==> src/rtl/ctl_spi_pkg.sv <==
package ctl_spi_pkg;
  localparam int DATA_W     = 8;
  localparam int ADDR_W     = 7;
  localparam int ECHO_BIT   = 1;
  localparam int SRST_BIT   = 3;
  localparam int PATH_BIT   = 0;

  // mode register is second to last, path register is last
  function automatic logic [DATA_W-1:0] reg_reset_val(input int idx, input int n_regs);
    if (idx == n_regs - 1) return 8'h01;
    if (idx == n_regs - 2) return 8'h00;
    return 8'h80;
  endfunction
endpackage

==> src/rtl/ctl_spi_sync.sv <==
module ctl_spi_sync #(
  parameter int              W      = 3,
  parameter int              STAGES = 2,
  parameter logic [W-1:0]    RST_V  = '0
) (
  input  logic         clk_i,
  input  logic         rst_ni,
  input  logic [W-1:0] d_i,
  output logic [W-1:0] q_o
);
  logic [W-1:0] stg [STAGES];

  always_ff @(posedge clk_i or negedge rst_ni) begin
    if (!rst_ni) begin
      for (int s = 0; s < STAGES; s++) stg[s] <= RST_V;
    end else begin
      stg[0] <= d_i;
      for (int s = 1; s < STAGES; s++) stg[s] <= stg[s-1];
    end
  end

  assign q_o = stg[STAGES-1];
endmodule

==> src/rtl/ctl_spi_frame.sv <==
module ctl_spi_frame
  import ctl_spi_pkg::*;
#(
  parameter int N_REGS = 24
) (
  input  logic              clk_i,
  input  logic              rst_ni,
  input  logic              cs_act_i,
  input  logic              sck_s_i,
  input  logic              sdi_s_i,
  input  logic              echo_i,
  input  logic [DATA_W-1:0] rd_data_i,
  output logic [ADDR_W-1:0] rd_addr_o,
  output logic              wr_en_o,
  output logic [ADDR_W-1:0] wr_addr_o,
  output logic [DATA_W-1:0] wr_data_o,
  output logic              sdo_o,
  output logic              sdo_en_o
);
  localparam logic [ADDR_W-1:0] LAST = ADDR_W'(N_REGS - 1);

  logic              sck_prev, rise, fall;
  logic [2:0]        bit_cnt;
  logic              byte_end, in_cmd, rw_rd, addr_ok;
  logic [ADDR_W-1:0] ptr, nxt;
  logic [DATA_W-1:0] shin, tx, rd_val;
  logic              cmd_ok, sdo_q, en_q;

  assign rise   = cs_act_i &  sck_s_i & ~sck_prev;
  assign fall   = cs_act_i & ~sck_s_i &  sck_prev;
  assign cmd_ok = shin[ADDR_W-1:0] <= LAST;
  assign nxt    = (ptr == LAST) ? '0 : ptr + ADDR_W'(1);

  assign rd_addr_o = in_cmd ? shin[ADDR_W-1:0] : nxt;
  assign rd_val    = (in_cmd ? cmd_ok : addr_ok) ? rd_data_i : '0;

  assign wr_en_o   = fall & byte_end & ~in_cmd & ~rw_rd & addr_ok;
  assign wr_addr_o = ptr;
  assign wr_data_o = shin;
  assign sdo_o     = sdo_q;
  assign sdo_en_o  = en_q;

  always_ff @(posedge clk_i or negedge rst_ni) begin
    if (!rst_ni) begin
      sck_prev <= 1'b0;
      bit_cnt  <= '0;
      byte_end <= 1'b0;
      in_cmd   <= 1'b1;
      rw_rd    <= 1'b0;
      addr_ok  <= 1'b0;
      ptr      <= '0;
      shin     <= '0;
      tx       <= '0;
      sdo_q    <= 1'b0;
      en_q     <= 1'b0;
    end else begin
      sck_prev <= sck_s_i;
      if (!cs_act_i) begin
        bit_cnt  <= '0;
        byte_end <= 1'b0;
        in_cmd   <= 1'b1;
        rw_rd    <= 1'b0;
        addr_ok  <= 1'b0;
        en_q     <= 1'b0;
      end else if (rise) begin
        shin     <= {shin[DATA_W-2:0], sdi_s_i};
        bit_cnt  <= bit_cnt + 3'd1;
        byte_end <= (bit_cnt == 3'd7);
      end else if (fall) begin
        byte_end <= 1'b0;
        if (byte_end && in_cmd) begin
          in_cmd  <= 1'b0;
          rw_rd   <= shin[DATA_W-1];
          addr_ok <= cmd_ok;
          ptr     <= shin[ADDR_W-1:0];
          if (shin[DATA_W-1]) begin
            tx    <= rd_val;
            sdo_q <= rd_val[DATA_W-1];
            en_q  <= 1'b1;
          end else begin
            sdo_q <= shin[0];
            en_q  <= echo_i;
          end
        end else if (byte_end) begin
          ptr <= nxt;
          if (rw_rd) begin
            tx    <= rd_val;
            sdo_q <= rd_val[DATA_W-1];
          end else begin
            sdo_q <= shin[0];
          end
          en_q <= echo_i | rw_rd;
        end else begin
          if (rw_rd) begin
            tx    <= {tx[DATA_W-2:0], 1'b0};
            sdo_q <= tx[DATA_W-2];
          end else begin
            sdo_q <= shin[0];
          end
          en_q <= echo_i | rw_rd;
        end
      end
    end
  end

  // commits only land on a byte boundary
  p_commit_slot_r2: assert property (@(posedge clk_i) disable iff (!rst_ni)
    wr_en_o |-> (bit_cnt == 3'd0));

  // pointer stays inside the bank while a valid burst runs
  p_ptr_wrap_r4: assert property (@(posedge clk_i) disable iff (!rst_ni)
    addr_ok |-> (ptr <= LAST));

  // read bursts keep SDO driven after the command byte
  p_rd_drive_r5: assert property (@(posedge clk_i) disable iff (!rst_ni)
    (cs_act_i && rw_rd) |-> en_q);

  // a released chip select turns the driver off on the next clock
  p_release_r6: assert property (@(posedge clk_i) disable iff (!rst_ni)
    !cs_act_i |=> !en_q);
endmodule

==> src/rtl/ctl_spi_regs.sv <==
module ctl_spi_regs
  import ctl_spi_pkg::*;
#(
  parameter int N_REGS = 24
) (
  input  logic                     clk_i,
  input  logic                     rst_ni,
  input  logic                     wr_en_i,
  input  logic [ADDR_W-1:0]        wr_addr_i,
  input  logic [DATA_W-1:0]        wr_data_i,
  input  logic [ADDR_W-1:0]        rd_addr_i,
  output logic [DATA_W-1:0]        rd_data_o,
  output logic [N_REGS*DATA_W-1:0] regs_o,
  output logic                     echo_o,
  output logic                     path_bit_o
);
  localparam int                IW       = $clog2(N_REGS);
  localparam int                MODE_IDX = N_REGS - 2;
  localparam int                PATH_IDX = N_REGS - 1;
  localparam logic [ADDR_W-1:0] LAST     = ADDR_W'(N_REGS - 1);
  localparam logic [ADDR_W-1:0] MODE_A   = ADDR_W'(MODE_IDX);

  logic [DATA_W-1:0] regs [N_REGS];
  logic              srst;

  assign srst = wr_en_i && (wr_addr_i == MODE_A) && wr_data_i[SRST_BIT];

  always_ff @(posedge clk_i or negedge rst_ni) begin
    if (!rst_ni) begin
      for (int i = 0; i < N_REGS; i++) regs[i] <= reg_reset_val(i, N_REGS);
    end else if (srst) begin
      for (int i = 0; i < N_REGS; i++) regs[i] <= reg_reset_val(i, N_REGS);
    end else if (wr_en_i && wr_addr_i <= LAST) begin
      regs[wr_addr_i[IW-1:0]] <= wr_data_i;
    end
  end

  assign rd_data_o  = (rd_addr_i <= LAST) ? regs[rd_addr_i[IW-1:0]] : '0;
  assign echo_o     = regs[MODE_IDX][ECHO_BIT];
  assign path_bit_o = regs[PATH_IDX][PATH_BIT];

  for (genvar g = 0; g < N_REGS; g++) begin : g_flat
    assign regs_o[g*DATA_W +: DATA_W] = regs[g];
  end

  // an accepted write shows on the next clock
  p_write_lands_r2: assert property (@(posedge clk_i) disable iff (!rst_ni)
    (wr_en_i && !srst && wr_addr_i <= LAST) |=>
      (regs[$past(wr_addr_i[IW-1:0])] == $past(wr_data_i)));

  // soft reset clears its own bit and restores the bank
  p_soft_reset_r8: assert property (@(posedge clk_i) disable iff (!rst_ni)
    srst |=> (regs[MODE_IDX] == 8'h00 && regs[PATH_IDX] == 8'h01 && regs[0] == 8'h80));
endmodule

==> src/rtl/ctl_spi_regfile.sv <==
module ctl_spi_regfile
  import ctl_spi_pkg::*;
#(
  parameter int N_REGS      = 24,
  parameter int SYNC_STAGES = 2
) (
  input  logic                     clk_i,
  input  logic                     rst_ni,
  input  logic                     csn_i,
  input  logic                     sck_i,
  input  logic                     sdi_i,
  input  logic                     path_pin_i,
  output logic                     sdo_o,
  output logic                     sdo_en_o,
  output logic                     path_sel_o,
  output logic [N_REGS*DATA_W-1:0] regs_o
);
  logic [2:0]        pins_s;
  logic [ADDR_W-1:0] rd_addr, wr_addr;
  logic [DATA_W-1:0] rd_data, wr_data;
  logic              wr_en, echo, path_bit, drv_en;

  ctl_spi_sync #(.W(3), .STAGES(SYNC_STAGES), .RST_V(3'b001)) u_sync (
    .clk_i (clk_i),
    .rst_ni(rst_ni),
    .d_i   ({sdi_i, sck_i, csn_i}),
    .q_o   (pins_s)
  );

  ctl_spi_frame #(.N_REGS(N_REGS)) u_frame (
    .clk_i    (clk_i),
    .rst_ni   (rst_ni),
    .cs_act_i (~pins_s[0]),
    .sck_s_i  (pins_s[1]),
    .sdi_s_i  (pins_s[2]),
    .echo_i   (echo),
    .rd_data_i(rd_data),
    .rd_addr_o(rd_addr),
    .wr_en_o  (wr_en),
    .wr_addr_o(wr_addr),
    .wr_data_o(wr_data),
    .sdo_o    (sdo_o),
    .sdo_en_o (drv_en)
  );

  ctl_spi_regs #(.N_REGS(N_REGS)) u_regs (
    .clk_i     (clk_i),
    .rst_ni    (rst_ni),
    .wr_en_i   (wr_en),
    .wr_addr_i (wr_addr),
    .wr_data_i (wr_data),
    .rd_addr_i (rd_addr),
    .rd_data_o (rd_data),
    .regs_o    (regs_o),
    .echo_o    (echo),
    .path_bit_o(path_bit)
  );

  // raw chip select gates the driver so release is immediate
  assign sdo_en_o   = drv_en & ~csn_i;
  assign path_sel_o = path_bit & path_pin_i;
endmodule

==> config.mk <==
export PLATFORM = sky130hd
export DESIGN_NAME = ctl_spi_regfile
export DESIGN_NICKNAME = d
export VERILOG_FILES = /design/src/rtl/ctl_spi_pkg.sv /design/src/rtl/ctl_spi_sync.sv /design/src/rtl/ctl_spi_frame.sv /design/src/rtl/ctl_spi_regs.sv /design/src/rtl/ctl_spi_regfile.sv
export SDC_FILE = /design/constraint.sdc
export NUM_CORES = 1
export LEC_CHECK = 0
export ABC_AREA = 1
export BUFFER_PORTS_ARGS = -buffer_cell sky130_fd_sc_hd__buf_4
export CAP_MARGIN = 10
export CORE_UTILIZATION = 51
export DETAILED_ROUTE_END_ITERATION = 7
export GPL_TIMING_DRIVEN = 0
export PLACE_DENSITY = 0.77
export SYNTH_ARGS = -nofsm -noshare
export SYNTH_HDL_FRONTEND = slang
export SYNTH_HIERARCHICAL = 1
export SYNTH_SLANG_ARGS = --single-unit
==> constraint.sdc <==
create_clock -name clk_i -period 3 [get_ports clk_i]
set_input_delay 0.15 -clock clk_i [delete_from_list [all_inputs] [get_ports clk_i]]
set_output_delay 0.15 -clock clk_i [all_outputs]
set_load 0.02 [all_outputs]
==> out/results.md, run 1 <==
| Quantity | Reported |
|---|---|
| Vias/cell | 5.96 |
| Mean cell area of the mapped netlist | 8.42 µm² |
| PD cells | 551 mW/mm² |
| Antenna violations before repair | 0 |
| Min cycle time layout | 2.97 ns |
| Fraction of the cycle the final worst path needs | 0.991 |
| DRC errors left | 0 |
| Portion of the post-synthesis area used by sequential elements | 0.514 |
| Setup Viol. Count Final | 0 |
| Number of max-slew violations in the final report | 0 |
| Critical path's slowest cell | dfrtp_1 |
| Worst setup path class | reg2reg |
| Maximum number of pins on one net before global-route repair | 86 |
| Worst relative slew slack | 0.291 |
| Worst clock skew on the final layout | 0.0192 ns |
| Num CTS Buffers | 25 |
| FF-to-FF Start | u_frame/wr_addr_o[1] |
| Area added between synthesis and finish | 27.9% |
| Actual slew at the worst max-slew pin | 1.06 ns |
| Clock buffer depth | 3 |
| Highest clock rate | 0.336 GHz |
| Starting DRT DRC Count | 1292 |
| CP bufs+invs | 3 |
| Number of clock sinks seen by CTS | 230 |
| Standby leakage power | 0.00716 µW |
| Maximum net fanout on the critical path | 10 |
| Overall track demand over capacity in global routing | 0.349 |
| Area share of the leading cell type in the synthesized netlist | 0.453 |
| Die extent in x | 151 µm |
| Clock slew at the register clock pins of the worst setup and hold paths | 0.06 ns |
| Post-synthesis register bit count | 230 |
| Mean routed wirelength per cell | 21.4 µm |
| Netlist cell types | 43 |
| Netlist area before placement | 0.0113 mm² |
| Total global routing overflow | 0 |
| Cells taking the most area after synthesis | dfrtp_1 45%, nand2_1 8.4%, nand3_1 8.0% |
| Max cap viols | 0 |
| Core Util, Final | 0.674 |
| Fraction of layout cells with a size suffix above 1 | 0.254 |
| Final Wtd Congestion | 0.981 |
| Global Route met1 Usage | 0.483 |
| Cell Area, Placed | 0.0132 mm² |
| Final instance area | 0.0144 mm² |
| Final Total Pwr | 7930 µW |
| Synth Warn # | 6 |
| Type of element capturing the critical path | flip-flop |
| Share of async-settable or async-resettable flops after synthesis | 1.00 |
| CP arrival | 3.42 ns |
| Setup repair after global routing missed its margin | yes |
| H-tree depth reported by CTS | 1 |
| Clock tree from TritonCTS | yes |
| Startpoint kind of the worst setup timing path | flip-flop |
| Reg2Reg Capture Point | u_frame/sdo_o |
| Fraction of met2 tracks used by global routing | 0.536 |
| Clock insertion delay at the later pin of the skew report | 0.53 ns |
| Final net count | 1590 |
| Cells after DPL | 1814 |
| Cell family contributing the most delay on the critical path | simple AND/OR/NAND/NOR gates |
| Most common flop cell mapped by yosys | dfrtp_1 |
| Number of detailed-route iterations in the first pass | 6 |
| Total Routed Length | 40100 µm |
| Worst Hold Class | in2async |
| Worst-case vdd ir drop | 0.000418 V |
| Hpwl dp | 28900 µm |
| Starting Density | 0.527 |
| Die Height | 151 µm |
| Number of enable flip-flop cells after synthesis | 0 |
| Floorplan die area | 0.0227 mm² |
| Delay of the slowest cell on the worst path | 0.39 ns |
| Outcome | completed |
| Cell repeated most along the worst path | nand2_1 |
| Site row count | 53 |
| Via count of the first global-routing pass | 10500 |
| PortBufs | 200 |
| Most heavily used metal layer in global routing | met2 |
| CP Cell Sequence | ha_2 > nand2_2 > inv_2 > nand4_1 > nand3_1 > o21ai_0 > buf_4 > buf_2 > o21ai_0 > o211ai_1 > nand3_1 > a21oi_2 > nand3_1 > nand2_1 > nand2_1 > nand2_1 > nand2_1 > nand2_1 |
| Number of cells in the finished layout apart from fillers | 1874 |
| Data required time of the worst path | 3.45 ns |
| Met3 track utilization from global routing | 0.0806 |
| Final ANT Viol Nets | 0 |
| Hold Fails Final Rpt | 0 |
| Internal reg-to-reg setup slack | 0.03 ns |
| Global-route wire length before repair | 58900 µm |
| Floorplan Core Area | 0.0214 mm² |
| Synth area leader | dfrtp_1 |
| Antenna cells | 0 |
| Synthesized instance count | 1337 |
| Number of I/O pins | 201 |
| Levels on crit path | 18 |
| Clock tree root driver cell | clkbuf_16 |
| Post-synth net total | 1346 |
| Via count | 11200 |
| Worst reg2reg path depth | 18 |
-- metrics by stage --
stage	TNS, ns	setup WS, ns	hold slack [ns]
finish	0	0.0275	0.138
global route	-0.783	-0.0497	0.197
CTS	-0.0772	-0.0171	0.155
detailed placement	-5.27	-0.721	0.106
global placement	-4.29	-0.720	0.260
floorplan	0	0.165	-0.146
-- registers in the layout, summed over array words and instances (netlist names), 3 cells and up --
name,flops
u_regs/regs_o,190
u_frame/wr_data_o,8
u_frame/tx,7
u_frame/wr_addr_o,7
u_frame/bit_cnt,3
u_sync/q_o,3
u_sync/stg,3
-- worst max path at each step --
stage,start,slack [ns],endpoint
floorplan,u_frame/wr_addr_o[0],0.16,u_frame/sdo_o
global placement,u_frame/wr_addr_o[0],-0.72,u_frame/sdo_o
detailed placement,u_frame/wr_addr_o[0],-0.72,u_frame/sdo_o
CTS,u_sync/q_o[0],-0.02,u_regs/regs_o[103]
global route,u_sync/q_o[0],-0.05,u_regs/regs_o[69]
finish,u_frame/wr_addr_o[1],0.03,u_frame/sdo_o
-- cell usage after synthesis (5+ instances only) --
library cell	count
a21oi_1	63
a22oi_1	13
buf_1	7
buf_2	14
buf_4	7
clkbuf_1	44
clkinv_1	6
dfrtp_1	204
dfstp_2	26
inv_1	193
nand2_1	251
nand2_2	7
nand2_8	9
nand3_1	180
nand4_1	5
nand4_2	5
nor2_1	51
o211ai_1	16
o21ai_0	64
o22ai_1	127
-- metal layers --
metal	up-vias	share of wire
li1	4985	-
met1	5339	0.39
met2	734	0.45
met3	118	0.12
met4	0	0.038
met5	-	0
-- cell families after synthesis --
kind of cell | after synthesis | share of synthesized area
AND/OR/NAND/NOR | 525 | 0.224
AO/OA/AOI/OAI | 296 | 0.155
buffers and inverters | 280 | 0.100
flip-flops | 230 | 0.514
adder cells (fa/ha/maj) | 3 | 0.00333
XOR/XNOR | 2 | 0.00156
multiplexers | 1 | 0.00100
-- report_power, final --
group	internal [µW]	leakage (µW)	switching (µW)
registers	3140	0.00310	60.8
clock network	1730	0.000394	1230
logic	480	0.00367	1280
total	5350	0.00716	2570
-- cells in the final DEF, fill, tap and decap left out, types with 4 or more instances in the layout --
cell / instances
nand2_4: 4
a22oi_1: 13
clkinv_2: 4
o22ai_1: 127
inv_1: 192
buf_6: 7
nand3_2: 7
nand2_8: 9
nand2_1: 241
nand4_1: 5
nand3_1: 175
clkbuf_16: 27
inv_2: 6
clkbuf_2: 10
o211ai_1: 16
nand2_2: 17
a21oi_1: 61
dlygate4sd3_1: 4
buf_2: 16
a21oi_2: 5
nor2_1: 50
nand4_2: 4
clkbuf_8: 8
o31ai_1: 4
o21ai_0: 62
dfrtp_1: 202
buf_4: 220
clkbuf_1: 27
buf_8: 6
dfstp_2: 26
-- final cells by class --
cell class              count  area [µm²]
plain buffers              74         500
clock buffers              40         762
clock inverters             5        28.8
fillers                  1731        6950
inverters                 205         786
multi-input cells         827        4450
flip-flops and latches    230        5790
well taps                 275         344
repair buffers            218        1740
-- timing repair --
item / 4_1_cts / 5_1_grt
gates cloned: 0 / 2
gates resized for setup: 42 / 87
endpoints found under the hold margin: 64 / 0
setup endpoints to repair: 24 / 192
pin swaps: 2 / 10
setup buffers: 2 / 8
hold buffers: 4 / 0
-- worst reg2reg max path, delay by kind of cell, from the launching register on --
family / cells / cell delay (ns)
DFF: 1 / 0.39
buffers and inverters: 3 / 0.63
AOI/OAI and AO/OA: 4 / 0.79
adders and majority gates: 1 / 0.21
and+or+nand+nor: 10 / 0.89
No activity file was read; power rests on OpenSTA's default activity.
==> inputs of run 2 (changes only) <==
CORE_ASPECT_RATIO = 1.25   (was default)
CORE_UTILIZATION = 57   (was 51)
PLACE_DENSITY = 0.81   (was 0.77)
clock period = 3.65 ns   (was 3 ns; I/O delays follow)
==> run 2 against run 1 <==
Compared with the run above: clock skew is 0.0046 ns lower; sequential share of layout area increased by 1.2 points; non-clock buffer count is 12 lower; worst setup slack gained 0.23 ns; critical path type unchanged.
==> out/results.md, run 2 (same netlist as run 1, synthesis figures left out) <==
| Quantity | Reported | Change |
|---|---|---|
| Worst clock skew on the final layout | 0.0146 ns | was 0.0192 ns |
| Clock tree from TritonCTS | yes | unchanged |
| Die extent in x | 128 µm | was 151 µm |
| Overall track demand over capacity in global routing | 0.390 | was 0.349 |
| Worst setup path class | reg2reg | unchanged |
| Worst-case vdd ir drop | 0.000335 V | was 0.000418 V |
| Cell Area, Placed | 0.0131 mm² | was 0.0132 mm² |
| Final Wtd Congestion | 0.965 | was 0.981 |
| Area added between synthesis and finish | 24.2% | was 27.9% |
| PD cells | 458 mW/mm² | was 551 mW/mm² |
| Cells after DPL | 1803 | was 1814 |
| Total global routing overflow | 0 | unchanged |
| DRC errors left | 0 | unchanged |
| Antenna violations before repair | 0 | unchanged |
| CP Cell Sequence | ha_1 > nand2_1 > inv_1 > nand4_1 > nand3_1 > o21ai_0 > buf_2 > clkinv_1 > clkbuf_2 > nand3_1 > nand3_1 > nand3_1 > nand2_1 > nand2_1 > a21oi_1 > nand3_1 > nand2_1 > nand2_1 > nand2_1 > nand2_1 > nand2_1 | was ha_2 > nand2_2 > inv_2 > nand4_1 > nand3_1 > o21ai_0 > buf_4 > buf_2 > o21ai_0 > o211ai_1 > nand3_1 > a21oi_2 > nand3_1 > nand2_1 > nand2_1 > nand2_1 > nand2_1 > nand2_1 |
| Setup Viol. Count Final | 0 | unchanged |
| Standby leakage power | 0.00698 µW | was 0.00716 µW |
| Critical path's slowest cell | dfrtp_2 | was dfrtp_1 |
| Final ANT Viol Nets | 0 | unchanged |
| Number of clock sinks seen by CTS | 230 | unchanged |
| Setup repair after global routing missed its margin | no | was yes |
| Cell repeated most along the worst path | nand2_1 | unchanged |
| Type of element capturing the critical path | flip-flop | unchanged |
| Most frequent cells in the layout | 251 x nand2_1, 209 x buf_4, 203 x dfrtp_1 | was 241 x nand2_1, 220 x buf_4, 202 x dfrtp_1 |
| Outcome | completed | unchanged |
| PortBufs | 200 | unchanged |
| Worst Hold Class | in2async | unchanged |
| Number of cells in the finished layout apart from fillers | 1848 | was 1874 |
| Via count | 11200 | about the same |
| Die Height | 159 µm | was 151 µm |
| Clock slew at the register clock pins of the worst setup and hold paths | 0.06 ns | about the same |
| Total Routed Length | 39900 µm | was 40100 µm |
| Clock buffer depth | 3 | unchanged |
| Pre-CTS setup slack | -0.0752 ns | was -0.721 ns |
| CP arrival | 3.81 ns | was 3.42 ns |
| Delay of the slowest cell on the worst path | 0.44 ns | was 0.39 ns |
| Number of I/O pins | 201 | unchanged |
| Via count of the first global-routing pass | 10600 | was 10500 |
| Data required time of the worst path | 4.06 ns | was 3.45 ns |
| Max cap viols | 0 | unchanged |
| Global-route wire length before repair | 59600 µm | was 58900 µm |
| Vias/cell | 6.05 | was 5.96 |
| Mean routed wirelength per cell | 21.6 µm | was 21.4 µm |
| H-tree depth reported by CTS | 1 | unchanged |
| Number of max-slew violations in the final report | 0 | unchanged |
| Clock tree root driver cell | clkbuf_16 | unchanged |
| Hold Fails Final Rpt | 0 | unchanged |
| Site row count | 57 | was 53 |
| Number of flip-flops under the largest register name | 190 | unchanged |
| Starting Density | 0.580 | was 0.527 |
| Final instance area | 0.0140 mm² | was 0.0144 mm² |
| Actual slew at the worst max-slew pin | 1.06 ns | about the same |
| Hpwl dp | 28900 µm | about the same |
| Antenna cells | 0 | unchanged |
| Core Util, Final | 0.721 | was 0.674 |
| Floorplan die area | 0.0203 mm² | was 0.0227 mm² |
| Highest clock rate | 0.294 GHz | was 0.336 GHz |
| Starting DRT DRC Count | 1482 | was 1292 |
| Commonest non-fill, non-tap cell in the layout | nand2_1 | unchanged |
| Final setup slack of the worst path | 0.254 ns | was 0.0275 ns |
| Worst relative slew slack | 0.291 | about the same |
| Maximum number of pins on one net before global-route repair | 124 | was 86 |
| Startpoint kind of the worst setup timing path | flip-flop | unchanged |
| Floorplan Core Area | 0.0194 mm² | was 0.0214 mm² |
| Fraction of the cycle the final worst path needs | 0.930 | was 0.991 |
| Final net count | 1576 | was 1590 |
| Min cycle time layout | 3.40 ns | was 2.97 ns |
| Num CTS Buffers | 23 | was 25 |
| Maximum net fanout on the critical path | 10 | unchanged |
| Final Total Pwr | 6410 µW | was 7930 µW |
| Number of detailed-route iterations in the first pass | 8 | was 6 |
| Number of filler cells placed in the layout | 1562 | was 1731 |
| Fraction of layout cells with a size suffix above 1 | 0.220 | was 0.254 |
| Clock insertion delay at the later pin of the skew report | 0.52 ns | was 0.53 ns |
run 2: through the flow:
step                      TNS [ns]  hold slack, ns
after CTS                        0           0.311
after global placement     -0.0617           0.292
after detailed placement   -0.0752           0.294
after floorplan                  0          -0.113
after global routing             0           0.333
final                            0           0.328
run 2: where the power goes:
group	total, µW	internal [µW]	switching [µW]
Sequential	2630	2580	48.8
Clock	2470	1460	1010
Combinational	1310	305	1010
run 2: worst paths after layout:
kind	start	end	slack [ns]	cells after the start
setup / recovery	u_frame/wr_addr_o[0]	u_frame/sdo_o	0.25	21
hold / removal	rst_ni	u_regs/regs_o[97]	0.33	2
setup reg to reg	u_frame/wr_addr_o[0]	u_frame/sdo_o	0.25	21
hold reg to reg	u_sync/stg[5]	u_sync/q_o[2]	0.35	0
max in group asynchronous	rst_ni	u_regs/regs_o[70]	2.25	3
min in group clk_i	sck_i	u_sync/stg[4]	0.33	2
run 2: repair_timing:
action / CTS / global route
hold endpoints to repair: 97 / 0
gates cloned: 0 / 0
hold buffers: 4 / 0
resized for setup: 1 / 29
buffers inserted: 0 / 1
pin swaps: 0 / 0
endpoints found under the setup margin: 1 / 8
run 2: metal layers:
metal / GRT usage / vias up / share of wire
met5: 0 / - / 0
met2: 0.639 / 757 / 0.47
met3: 0.0501 / 132 / 0.10
met1: 0.508 / 5341 / 0.37
li1: - / 4947 / -
met4: 0.198 / 0 / 0.057
run 2: area by class of cell:
cell class | instances | area (µm²) | area share
Inverter | 205 | 778 | 0.0556
Multi-Input combinational cell | 827 | 4340 | 0.311
Clock inverter | 6 | 82.6 | 0.00590
Buffer | 74 | 379 | 0.0271
Clock buffer | 35 | 701 | 0.0501
Sequential cell | 230 | 5790 | 0.414
Tap cell | 265 | 332 | 0.0237
Timing Repair Buffer | 206 | 1580 | 0.113
run 2: critical path, delay by kind of cell (launching register included):
kind	cells	cell delay (ns)
DFF	1	0.44
buffers and inverters	4	1.04
and+or+nand+nor	14	1.35
adders and majority gates	1	0.24
AOI/OAI and AO/OA	2	0.22
